<file path="src/rtl/mdu_pkg.sv">
package mdu_pkg;

  localparam int XLEN = 64;
  localparam int HLEN = XLEN / 2;

  typedef struct packed {
    logic sgn;
    logic wide;
    logic div;
  } mdu_op_t;

  function automatic logic [XLEN-1:0] sext_half(input logic [HLEN-1:0] v);
    return {{HLEN{v[HLEN-1]}}, v};
  endfunction

  function automatic logic [XLEN-1:0] widen_opnd(input logic [XLEN-1:0] v,
                                                 input logic wide,
                                                 input logic sgn);
    if (wide) return v;
    if (sgn)  return sext_half(v[HLEN-1:0]);
    return {{HLEN{1'b0}}, v[HLEN-1:0]};
  endfunction

  function automatic logic [XLEN-1:0] magnitude(input logic [XLEN-1:0] v,
                                                input logic neg);
    return neg ? (~v + 1'b1) : v;
  endfunction

  // Signed fix-up of an unsigned product, then packing into {hi, lo}
  function automatic logic [2*XLEN-1:0] mul_pack(input logic [2*XLEN-1:0] mag,
                                                 input logic neg,
                                                 input logic wide);
    logic [2*XLEN-1:0] p;
    p = neg ? (~mag + 1'b1) : mag;
    if (wide) return p;
    return {sext_half(p[XLEN-1:HLEN]), sext_half(p[HLEN-1:0])};
  endfunction

  // Signed fix-up of quotient/remainder, divide-by-zero values, packing into {hi, lo}
  function automatic logic [2*XLEN-1:0] div_pack(input logic [XLEN-1:0] qmag,
                                                 input logic [XLEN-1:0] rmag,
                                                 input logic negq,
                                                 input logic negr,
                                                 input logic wide,
                                                 input logic dz,
                                                 input logic [XLEN-1:0] dvd);
    logic [XLEN-1:0] q;
    logic [XLEN-1:0] r;
    if (dz) begin
      q = '1;
      r = dvd;
    end else begin
      q = negq ? (~qmag + 1'b1) : qmag;
      r = negr ? (~rmag + 1'b1) : rmag;
    end
    if (wide) return {r, q};
    return {sext_half(r[HLEN-1:0]), sext_half(q[HLEN-1:0])};
  endfunction

endpackage

</file>
<file path="src/rtl/mdu_ctrl.sv">
module mdu_ctrl
  import mdu_pkg::*;
#(
  parameter int L_M32 = 10,
  parameter int L_M64 = 20,
  parameter int L_D32 = 69,
  parameter int L_D64 = 133,
  parameter int CNT_W = 8
) (
  input  logic             clk,
  input  logic             rst_n,
  input  logic             start_i,
  input  mdu_op_t          op_i,
  output logic             accept_o,
  output logic             busy_o,
  output logic             commit_o,
  output logic             done_o,
  output logic [CNT_W-1:0] cnt_o
);

  logic             busy_q;
  logic             done_q;
  logic [CNT_W-1:0] cnt_q;

  function automatic logic [CNT_W-1:0] lat_minus_one(input mdu_op_t o);
    case ({o.div, o.wide})
      2'b00:   return CNT_W'(L_M32 - 1);
      2'b01:   return CNT_W'(L_M64 - 1);
      2'b10:   return CNT_W'(L_D32 - 1);
      default: return CNT_W'(L_D64 - 1);
    endcase
  endfunction

  assign accept_o = start_i & ~busy_q;
  assign commit_o = busy_q & (cnt_q == '0);

  always_ff @(posedge clk or negedge rst_n) begin
    if (!rst_n) begin
      busy_q <= 1'b0;
      done_q <= 1'b0;
      cnt_q  <= '0;
    end else begin
      done_q <= commit_o;
      if (accept_o) begin
        busy_q <= 1'b1;
        cnt_q  <= lat_minus_one(op_i);
      end else if (commit_o) begin
        busy_q <= 1'b0;
      end else if (busy_q) begin
        cnt_q <= cnt_q - 1'b1;
      end
    end
  end

  assign busy_o = busy_q;
  assign done_o = done_q;
  assign cnt_o  = cnt_q;

endmodule

</file>
<file path="src/rtl/mdu_mul_engine.sv">
module mdu_mul_engine
  import mdu_pkg::*;
#(
  parameter int DIGIT_W = 4
) (
  input  logic              clk,
  input  logic              rst_n,
  input  logic              load_i,
  input  logic              wide_i,
  input  logic [XLEN-1:0]   a_mag_i,
  input  logic [XLEN-1:0]   b_mag_i,
  output logic [2*XLEN-1:0] prod_o,
  output logic              fin_o
);

  localparam int STEPS_W   = $clog2(XLEN / DIGIT_W) + 1;
  localparam int STEPS_64  = XLEN / DIGIT_W;
  localparam int STEPS_32  = HLEN / DIGIT_W;

  logic [2*XLEN-1:0] acc_q;
  logic [2*XLEN-1:0] mcand_q;
  logic [XLEN-1:0]   mplier_q;
  logic [STEPS_W-1:0] left_q;
  logic [2*XLEN-1:0] partial;

  // Partial product for one multiplier digit: one shifted addend per digit bit
  always_comb begin
    partial = '0;
    for (int j = 0; j < DIGIT_W; j++) begin
      if (mplier_q[j]) partial = partial + (mcand_q << j);
    end
  end

  always_ff @(posedge clk or negedge rst_n) begin
    if (!rst_n) begin
      acc_q    <= '0;
      mcand_q  <= '0;
      mplier_q <= '0;
      left_q   <= '0;
    end else if (load_i) begin
      acc_q    <= '0;
      mcand_q  <= {{XLEN{1'b0}}, a_mag_i};
      mplier_q <= b_mag_i;
      left_q   <= wide_i ? STEPS_W'(STEPS_64) : STEPS_W'(STEPS_32);
    end else if (left_q != '0) begin
      acc_q    <= acc_q + partial;
      mcand_q  <= mcand_q << DIGIT_W;
      mplier_q <= mplier_q >> DIGIT_W;
      left_q   <= left_q - 1'b1;
    end
  end

  assign prod_o = acc_q;
  assign fin_o  = (left_q == '0);

endmodule

</file>
<file path="src/rtl/mdu_div_engine.sv">
module mdu_div_engine
  import mdu_pkg::*;
(
  input  logic            clk,
  input  logic            rst_n,
  input  logic            load_i,
  input  logic            wide_i,
  input  logic [XLEN-1:0] dvd_mag_i,
  input  logic [XLEN-1:0] dvs_mag_i,
  output logic [XLEN-1:0] quo_o,
  output logic [XLEN-1:0] rem_o,
  output logic            fin_o
);

  localparam int STEPS_W = $clog2(XLEN) + 1;

  logic [XLEN-1:0]    dvd_q;
  logic [XLEN-1:0]    dvs_q;
  logic [XLEN-1:0]    quo_q;
  logic [XLEN-1:0]    rem_q;
  logic [STEPS_W-1:0] left_q;
  logic [XLEN:0]      shifted;
  logic [XLEN:0]      trial;
  logic               borrow;

  // One restoring step: bring down the next dividend bit, try to subtract
  always_comb begin
    shifted = {rem_q, dvd_q[XLEN-1]};
    trial   = shifted - {1'b0, dvs_q};
    borrow  = trial[XLEN];
  end

  always_ff @(posedge clk or negedge rst_n) begin
    if (!rst_n) begin
      dvd_q  <= '0;
      dvs_q  <= '0;
      quo_q  <= '0;
      rem_q  <= '0;
      left_q <= '0;
    end else if (load_i) begin
      dvd_q  <= wide_i ? dvd_mag_i : {dvd_mag_i[HLEN-1:0], {HLEN{1'b0}}};
      dvs_q  <= dvs_mag_i;
      quo_q  <= '0;
      rem_q  <= '0;
      left_q <= wide_i ? STEPS_W'(XLEN) : STEPS_W'(HLEN);
    end else if (left_q != '0) begin
      dvd_q  <= dvd_q << 1;
      quo_q  <= {quo_q[XLEN-2:0], ~borrow};
      rem_q  <= borrow ? shifted[XLEN-1:0] : trial[XLEN-1:0];
      left_q <= left_q - 1'b1;
    end
  end

  assign quo_o = quo_q;
  assign rem_o = rem_q;
  assign fin_o = (left_q == '0);

endmodule

</file>
<file path="src/rtl/mdu_unit.sv">
module mdu_unit
  import mdu_pkg::*;
#(
  parameter int DIGIT_W = 4,
  parameter int L_M32   = 10,
  parameter int L_M64   = 20,
  parameter int L_D32   = 69,
  parameter int L_D64   = 133
) (
  input  logic        clk,
  input  logic        rst_n,
  input  logic        start_i,
  input  logic [2:0]  op_i,
  input  logic [63:0] a_i,
  input  logic [63:0] b_i,
  output logic        ready_o,
  output logic        busy_o,
  output logic        done_o,
  input  logic        rd_hi_i,
  input  logic        rd_lo_i,
  output logic        stall_o,
  output logic [63:0] hi_o,
  output logic [63:0] lo_o
);

  localparam int LMAX_M = (L_M32 > L_M64) ? L_M32 : L_M64;
  localparam int LMAX_D = (L_D32 > L_D64) ? L_D32 : L_D64;
  localparam int LMAX   = (LMAX_M > LMAX_D) ? LMAX_M : LMAX_D;
  localparam int CNT_W  = $clog2(LMAX);

  mdu_op_t op_in;
  mdu_op_t op_q;

  logic             accept_w;
  logic             busy_w;
  logic             commit_w;
  logic             eng_fin_w;
  logic [CNT_W-1:0] cnt_w;

  logic [XLEN-1:0] a_w, b_w, a_mag, b_mag;
  logic            a_neg, b_neg;

  logic            negq_q, negr_q, dz_q;
  logic [XLEN-1:0] dvd_q;
  logic [XLEN-1:0] hi_q, lo_q;

  logic [2*XLEN-1:0] prod_w;
  logic [XLEN-1:0]   quo_w, rem_w;
  logic              mul_fin_w, div_fin_w;
  logic [2*XLEN-1:0] result_w;

  assign op_in = mdu_op_t'(op_i);

  // Operand preparation: select width, then take magnitudes for the engines
  always_comb begin
    a_w   = widen_opnd(a_i, op_in.wide, op_in.sgn);
    b_w   = widen_opnd(b_i, op_in.wide, op_in.sgn);
    a_neg = op_in.sgn & a_w[XLEN-1];
    b_neg = op_in.sgn & b_w[XLEN-1];
    a_mag = magnitude(a_w, a_neg);
    b_mag = magnitude(b_w, b_neg);
  end

  mdu_ctrl #(
    .L_M32(L_M32), .L_M64(L_M64), .L_D32(L_D32), .L_D64(L_D64), .CNT_W(CNT_W)
  ) u_ctrl (
    .clk      (clk),
    .rst_n    (rst_n),
    .start_i  (start_i),
    .op_i     (op_in),
    .accept_o (accept_w),
    .busy_o   (busy_w),
    .commit_o (commit_w),
    .done_o   (done_o),
    .cnt_o    (cnt_w)
  );

  mdu_mul_engine #(.DIGIT_W(DIGIT_W)) u_mul (
    .clk     (clk),
    .rst_n   (rst_n),
    .load_i  (accept_w & ~op_in.div),
    .wide_i  (op_in.wide),
    .a_mag_i (a_mag),
    .b_mag_i (b_mag),
    .prod_o  (prod_w),
    .fin_o   (mul_fin_w)
  );

  mdu_div_engine u_div (
    .clk       (clk),
    .rst_n     (rst_n),
    .load_i    (accept_w & op_in.div),
    .wide_i    (op_in.wide),
    .dvd_mag_i (a_mag),
    .dvs_mag_i (b_mag),
    .quo_o     (quo_w),
    .rem_o     (rem_w),
    .fin_o     (div_fin_w)
  );

  assign eng_fin_w = op_q.div ? div_fin_w : mul_fin_w;

  assign result_w = op_q.div
                  ? div_pack(quo_w, rem_w, negq_q, negr_q, op_q.wide, dz_q, dvd_q)
                  : mul_pack(prod_w, negq_q, op_q.wide);

  always_ff @(posedge clk or negedge rst_n) begin
    if (!rst_n) begin
      op_q   <= '0;
      negq_q <= 1'b0;
      negr_q <= 1'b0;
      dz_q   <= 1'b0;
      dvd_q  <= '0;
      hi_q   <= '0;
      lo_q   <= '0;
    end else begin
      if (accept_w) begin
        op_q   <= op_in;
        negq_q <= a_neg ^ b_neg;
        negr_q <= a_neg;
        dz_q   <= (b_w == '0);
        dvd_q  <= a_w;
      end
      if (commit_w) begin
        hi_q <= result_w[2*XLEN-1:XLEN];
        lo_q <= result_w[XLEN-1:0];
      end
    end
  end

  assign ready_o = ~busy_w;
  assign busy_o  = busy_w;
  assign stall_o = busy_w & (rd_hi_i | rd_lo_i);
  assign hi_o    = hi_q;
  assign lo_o    = lo_q;

endmodule

</file>
<file path="config.mk">
export PLATFORM = sky130hd
export DESIGN_NAME = mdu_unit
export DESIGN_NICKNAME = d
export VERILOG_FILES = /design/src/rtl/mdu_pkg.sv /design/src/rtl/mdu_ctrl.sv /design/src/rtl/mdu_mul_engine.sv /design/src/rtl/mdu_div_engine.sv /design/src/rtl/mdu_unit.sv
export SDC_FILE = /design/constraint.sdc
export NUM_CORES = 2
export LEC_CHECK = 0
export BUFFER_PORTS_ARGS = -buffer_cell sky130_fd_sc_hd__buf_2
export CAP_MARGIN = 40
export CORE_ASPECT_RATIO = 0.7
export CORE_UTILIZATION = 33
export CTS_CLUSTER_DIAMETER = 120
export DETAILED_ROUTE_END_ITERATION = 8
export SLEW_MARGIN = 20
export SYNTH_ARGS = -nofsm -noshare
export SYNTH_HDL_FRONTEND = slang
export SYNTH_SLANG_ARGS = --single-unit
</file>
<file path="constraint.sdc">
create_clock -name clk -period 18.01 [get_ports clk]
set_clock_uncertainty 0.2 [all_clocks]
set_input_delay 0.9005 -clock clk [delete_from_list [all_inputs] [get_ports clk]]
set_output_delay 0.9005 -clock clk [all_outputs]
set_load 0.01 [all_outputs]
</file>
[Word-level counts from Yosys, hierarchy flattened]
Cells that the tools add are included.
Storage, ports and cells
  flip-flop bits (word level): 795
  input bits: 136
  output and inout port bits: 132
  logic and storage cells: 117
Operators by class
  $add $sub $neg: 13
  equality and inequality tests: 3
  muxes and demuxes: 54
  bitwise logic cells: 17
  reduce and logical (&&, ||, !) cells: 10
Operators with widths (number)
  $mux W128: 14
  $mux W64: 24
  $add A128 B128 Y128: 4
  $add A64 B1 Y64 const B: 4
  $not A64 Y64: 4
  $add A128 B1 Y128 const B: 1
  $not A128 Y128: 1
  $sub A65 B64 Y65: 1
  $logic_not A64 Y1: 1
  $mux W8: 3
  $pmux W8 S3: 1
  $mux W7: 3
  $mux W5: 3
  $logic_not A8 Y1: 1
  $reduce_bool A2 Y1: 4
  $sub A8 B1 Y8 const B: 1
  $and A1 B1 Y1: 7
  $reduce_bool A7 Y1: 1
  $sub A7 B1 Y7 const B: 1
  $mux W1: 6
  $reduce_bool A5 Y1: 1
  $sub A5 B1 Y5 const B: 1
  $not A1 Y1: 3
  $eq A2 B1 Y1 const B: 1
  6 further kinds: 6

[Logic depth before layout (Yosys ltp)]
  word-level depth: 10
  mapped depth: 71
  mapped depth without buffers: 61

[Hierarchy]
Synthesis repeated with hierarchy kept, for this count alone.
Unflattened totals
  cell total of the unflattened synthesis: 11598
  area, all modules: 85957.4 sq um
Modules (own cells, without submodules)
  mdu_mul_engine: times used 1, cells an instance 7096, area an instance 50400.8 sq um, seq. area each 8132.8 sq um
  mdu_unit: times used 1, cells an instance 2574, area an instance 19446.2 sq um, seq. area each 4929.7 sq um
  mdu_div_engine: times used 1, cells an instance 1865, area an instance 15528.6 sq um, seq. area each 6581.3 sq um
  mdu_ctrl: times used 1, cells an instance 63, area an instance 581.8 sq um, seq. area each 250.2 sq um

[Worst setup path after synthesis]
OpenSTA, ideal clock, no wires.
  path kind: flip-flop to flip-flop
  start point: reg u_mul.mplier_q[0]
  end point: reg u_mul.acc_q[127], in the netlist u_mul.prod_o[127]
  setup time: 0.079 ns
  arrival time: 12.721 ns
  required time: 17.731 ns
  slack: 5.010 ns
  stages on the path, launching flop included: 64
  buffers on the path: 8
  clock period less this slack: 13.000 ns
  cells stage by stage: dfrtp_1 -> clkbuf_1 -> clkbuf_1 -> clkbuf_1 -> clkbuf_1 -> clkbuf_1 -> clkbuf_1 -> nand2_1 -> inv_1 -> ha_1 -> inv_1 -> fa_1 -> inv_1 -> a32oi_1 -> o21ai_0 -> a31oi_1 -> o21ai_0 -> a31oi_1 -> [... 28 more ...] -> nor3_1 -> or2_2 -> a21oi_1 -> xnor2_1 -> mux2_2 -> ha_1 -> a21oi_1 -> nor2b_1 -> o21ai_0 -> nand2b_1 -> a21o_1 -> a21o_1 -> a211oi_1 -> o31ai_1 -> a21oi_1 -> xnor3_1 -> mux2i_1 -> mux2i_1
Between the ends
  word-level cells in the longest chain between the ends: 10
RTL lines
  start: declaration: line mdu_mul_engine.sv:22  | logic [XLEN-1:0] mplier_q;
  start signal: assignment: line mdu_mul_engine.sv:43  | mplier_q <= b_mag_i;
  start signal: assignment: line mdu_mul_engine.sv:48  | mplier_q <= mplier_q >> DIGIT_W;
  $mux W128 (*): line mdu_mul_engine.sv:30  | if (mplier_q[j]) partial = partial + (mcand_q << j);
  $add A128 B128 Y128: line mdu_mul_engine.sv:30
  $mux W128 (*): line mdu_mul_engine.sv:30
  $add A128 B128 Y128: line mdu_mul_engine.sv:30
  $mux W128 (*): line mdu_mul_engine.sv:30
  $add A128 B128 Y128: line mdu_mul_engine.sv:30
  $mux W128 (*): line mdu_mul_engine.sv:30
  $add A128 B128 Y128 (*): line mdu_mul_engine.sv:46  | acc_q <= acc_q + partial;
  $mux W128 (*): line mdu_mul_engine.sv:45  | end else if (left_q != '0) begin
  $mux W128 (*): line mdu_mul_engine.sv:40  | end else if (load_i) begin
  end signal: assignment: line mdu_mul_engine.sv:46
  end: declaration: line mdu_mul_engine.sv:20  | logic [2*XLEN-1:0] acc_q;
Mark *: on every way between the ends. The rest lies on a longest branch, timed or not. The select of a mux whose other input is x is not followed.
A chain may end at the register's enable or synchronous reset.

[Worst setup path in the final report]
  start point: reg u_mul.mplier_q[0]
  end point: reg u_mul.acc_q[126], in the netlist u_mul.prod_o[126]
Same word-level chain as after synthesis.

==> impl_metrics.csv <==
group,metric,value,unit
placed_design,gp_congestion,1.016,
worst_setup_path,crit_slowest_cell,"or4_1",
finish,drive_above_1_share,7.357,%
global_routing,grt_antenna_before_repair,36,
drt,ant_nets,0,
cts,postCtsSetupRepairBufs,0,
cts,cts_tree,"yes",
job,maxCapViolCount,0,
cts,hold_buffers,0,
drt,drtIter0Drc,11018,
worst_setup_path,ff2ff_path_depth,59,
worst_setup_path,critPathCaptureType,"flip-flop",
worst_setup_path,crit_arrival,15740,ps
cts,ctsLongestPathBuffers,3,
worst_setup_path,r2r_slack,2680,ps
global_routing,grt_pass1_wl,491300,µm
logic_synthesis,synth_edf_count,0,
timing,setup_tns,0,ps
cts,clk_latency,730,ps
logic_synthesis,synthArstFlopShare,100.0,%
finish,nFillCells,26833,
placed_design,port_buffers,267,
logic_synthesis,yosys_warnings,0,
logic_synthesis,synth_nets,12200,
global_routing,grt_util_all_layers,24.70,%
die,rows,154,
drt,first_pass_iters,6,
timing,max_freq,65.22,MHz
logic_synthesis,synth.area.top_cells,"dfrtp_1, nand2_1, ha_1, a21oi_1, o21ai_0",
cts,clkSlewWorstSetupHoldPaths,70,ps
status,status,"complete, no violations",
placed_design,dp_hpwl,262400,µm
drt,wl_met1,158200,µm
worst_setup_path,crit_path_start_kind,"flip-flop",
logic_synthesis,synth.avg_cell_area,7.261,µm²
finish,syn2layout_area_growth,8.639,%
logic_synthesis,synth_flop_cell,"dfrtp_1",
die,die_x,603.1,µm
drt,via_count,85429,
global_routing,grt_pass1_vias,75168,
worst_setup_path,required,18420,ps
logic_synthesis,synthDistinctLibCells,92,
timing,hold_viol,0,
drt,wl_met2,130900,µm
worst_setup_path,timing_worst_setup_path_type,"flip-flop to flip-flop",
global_routing,grt_max_degree,139,
worst_setup_path,cp_max_fo,67,
logic_synthesis,syn_area,83470,µm²
timing,min_period,15330,ps
worst_setup_path,rr_startpoint,"u_mul.mplier_q[0]",
min_path,hold_path.class,"input pin to asynchronous set/reset pin",
die,dieArea,255000,µm²
logic_synthesis,yosysTopAreaCell,"dfrtp_1",
global_routing,grt_overflow,0,
drt,wl_per_cell,22.53,µm
timing,worst_pin_slew,1002,ps
worst_setup_path,critPathMaxStageDelay,590,ps
drt,dr_wl_met3,34190,µm
drt,viasPerCell,5.825,
timing,setup_viol,0,
drt,drc,0,
logic_synthesis,syn_inst,11496,
timing,slew_viol_final,0,
cts,cts-root-buf,"clkbuf_16",
drt,highest_layer,"met5",
worst_setup_path,r2r_end,"u_mul.prod_o[126]",
die,io_pins,268,
die,start_util,33.19,%
die,core-area,251500,µm²
cts,cts.htree.levels,3,
placed_design,placed_cell_area,87440,µm²
drt,wirelength,330400,µm
timing,slew_headroom,32.97,%
timing,min_period_over_period,85.14,%
cts,cts_buffers,83,
logic_synthesis,synth_top_area_share,23.83,%
timing,rsz0062_at_grt,"false",
cts,cts.repair.resized,0,
logic_synthesis,synthTopCellsByCount,"nand2_1, a21oi_1, o21ai_0",
finish,final_area,90680,µm²
die,die_h,422.8,µm
logic_synthesis,synth-seq-cells,795,
logic_synthesis,yosysMostFrequentCell,"nand2_1",
finish,num-nets-final,11931,
logic_synthesis,seq_area_frac_synth,23.83,%
cts,cts.sinks,795,
-- cells by family after synthesis --
logic type,share of synthesized area (%)
and+or+nand+nor,21.70
adders and majority gates,8.559
xor gates and xnor gates,9.586
muxes,3.470
DFF,23.83
AOI/OAI and AO/OA,27.81
buffers and inverters,5.038
-- state kept, by name, indices dropped and copies added (netlist names), 2 cells and up --
name / cells
u_div.quo_o: 64
dvd_q: 64
u_div.dvs_q: 64
u_mul.mplier_q: 64
u_ctrl.cnt_o: 8
u_div.left_q: 7
u_div.dvd_q: 64
op_q: 2
lo_o: 64
hi_o: 64
u_mul.left_q: 5
u_mul.mcand_q: 128
u_div.rem_o: 64
u_mul.prod_o: 128
-- worst max path at each step --
stage                            from                end  slack (ps)  cells after the start
global placement    u_mul.mplier_q[0]  u_mul.prod_o[126]        2820                     57
CTS                 u_mul.mplier_q[0]  u_mul.prod_o[126]        3190                     59
floorplan           u_mul.mplier_q[0]  u_mul.prod_o[127]        5010                     63
finish              u_mul.mplier_q[0]  u_mul.prod_o[126]        2680                     59
detailed placement  u_mul.mplier_q[0]  u_mul.prod_o[126]        3290                     59
global route        u_mul.mplier_q[0]  u_mul.prod_o[126]        1760                     59
-- placed cells by master (no fill, tap or decap), drive strengths merged, types with 118 or more instances in the layout --
cell type     n
a21oi      1347
a31oi       155
inv         337
xnor2       506
mux2        155
nand4       250
xor2        405
o21ai       949
ha          563
a211oi      138
o21bai      149
buf         423
clkbuf      121
dfrtp       795
nand3       118
nor2        809
nor3        166
and3        132
a21o        418
nand2      1931
o31ai       149
-- layout make-up --
| cell class | instances | area, µm² | area share (%) |
|---|---|---|---|
| multi-input combinational | 9581 | 59480 | 65.60 |
| sequential | 795 | 19930 | 21.97 |
| tap | 3354 | 4197 | 4.628 |
| timing repair buffer | 432 | 2869 | 3.164 |
| clock buffer | 113 | 2360 | 2.602 |
| inverter | 334 | 1254 | 1.383 |
| clock inverter | 40 | 546.8 | 0.6030 |
| antenna | 18 | 45.04 | 0.04967 |
-- critical path, delay by kind of cell, from the launching register on --
kind / cells / cell delay [ps]
and+or+nand+nor: 14 / 3100
muxes: 1 / 290
xor gates and xnor gates: 3 / 390
AOI/OAI and AO/OA: 34 / 8140
adders and majority gates: 4 / 1610
buffers and inverters: 3 / 940
DFF: 1 / 530
-- per-layer routing --
metal / vias to the layer above / GRT usage, %
li1: 40626 / -
met1: 40754 / 37.68
met5: - / 0
met3: 360 / 6.390
met2: 3673 / 34.02
met4: 16 / 5.475
-- metrics by stage --
stage	util [%]	setup WS (ps)	hold WS [ps]	instances
floorplan	-	5010	244.4	11496
global placement	34.60	2824	257.0	14436
detailed placement	34.78	3289	262.7	14470
CTS	35.93	3190	48.34	14623
global route	36.05	1763	92.31	14657
finish	36.06	2677	26.01	14667
Power is left out: the tool's default activity adds up to more than one toggle a clock period on the data nets, which glitch-free logic cannot reach.
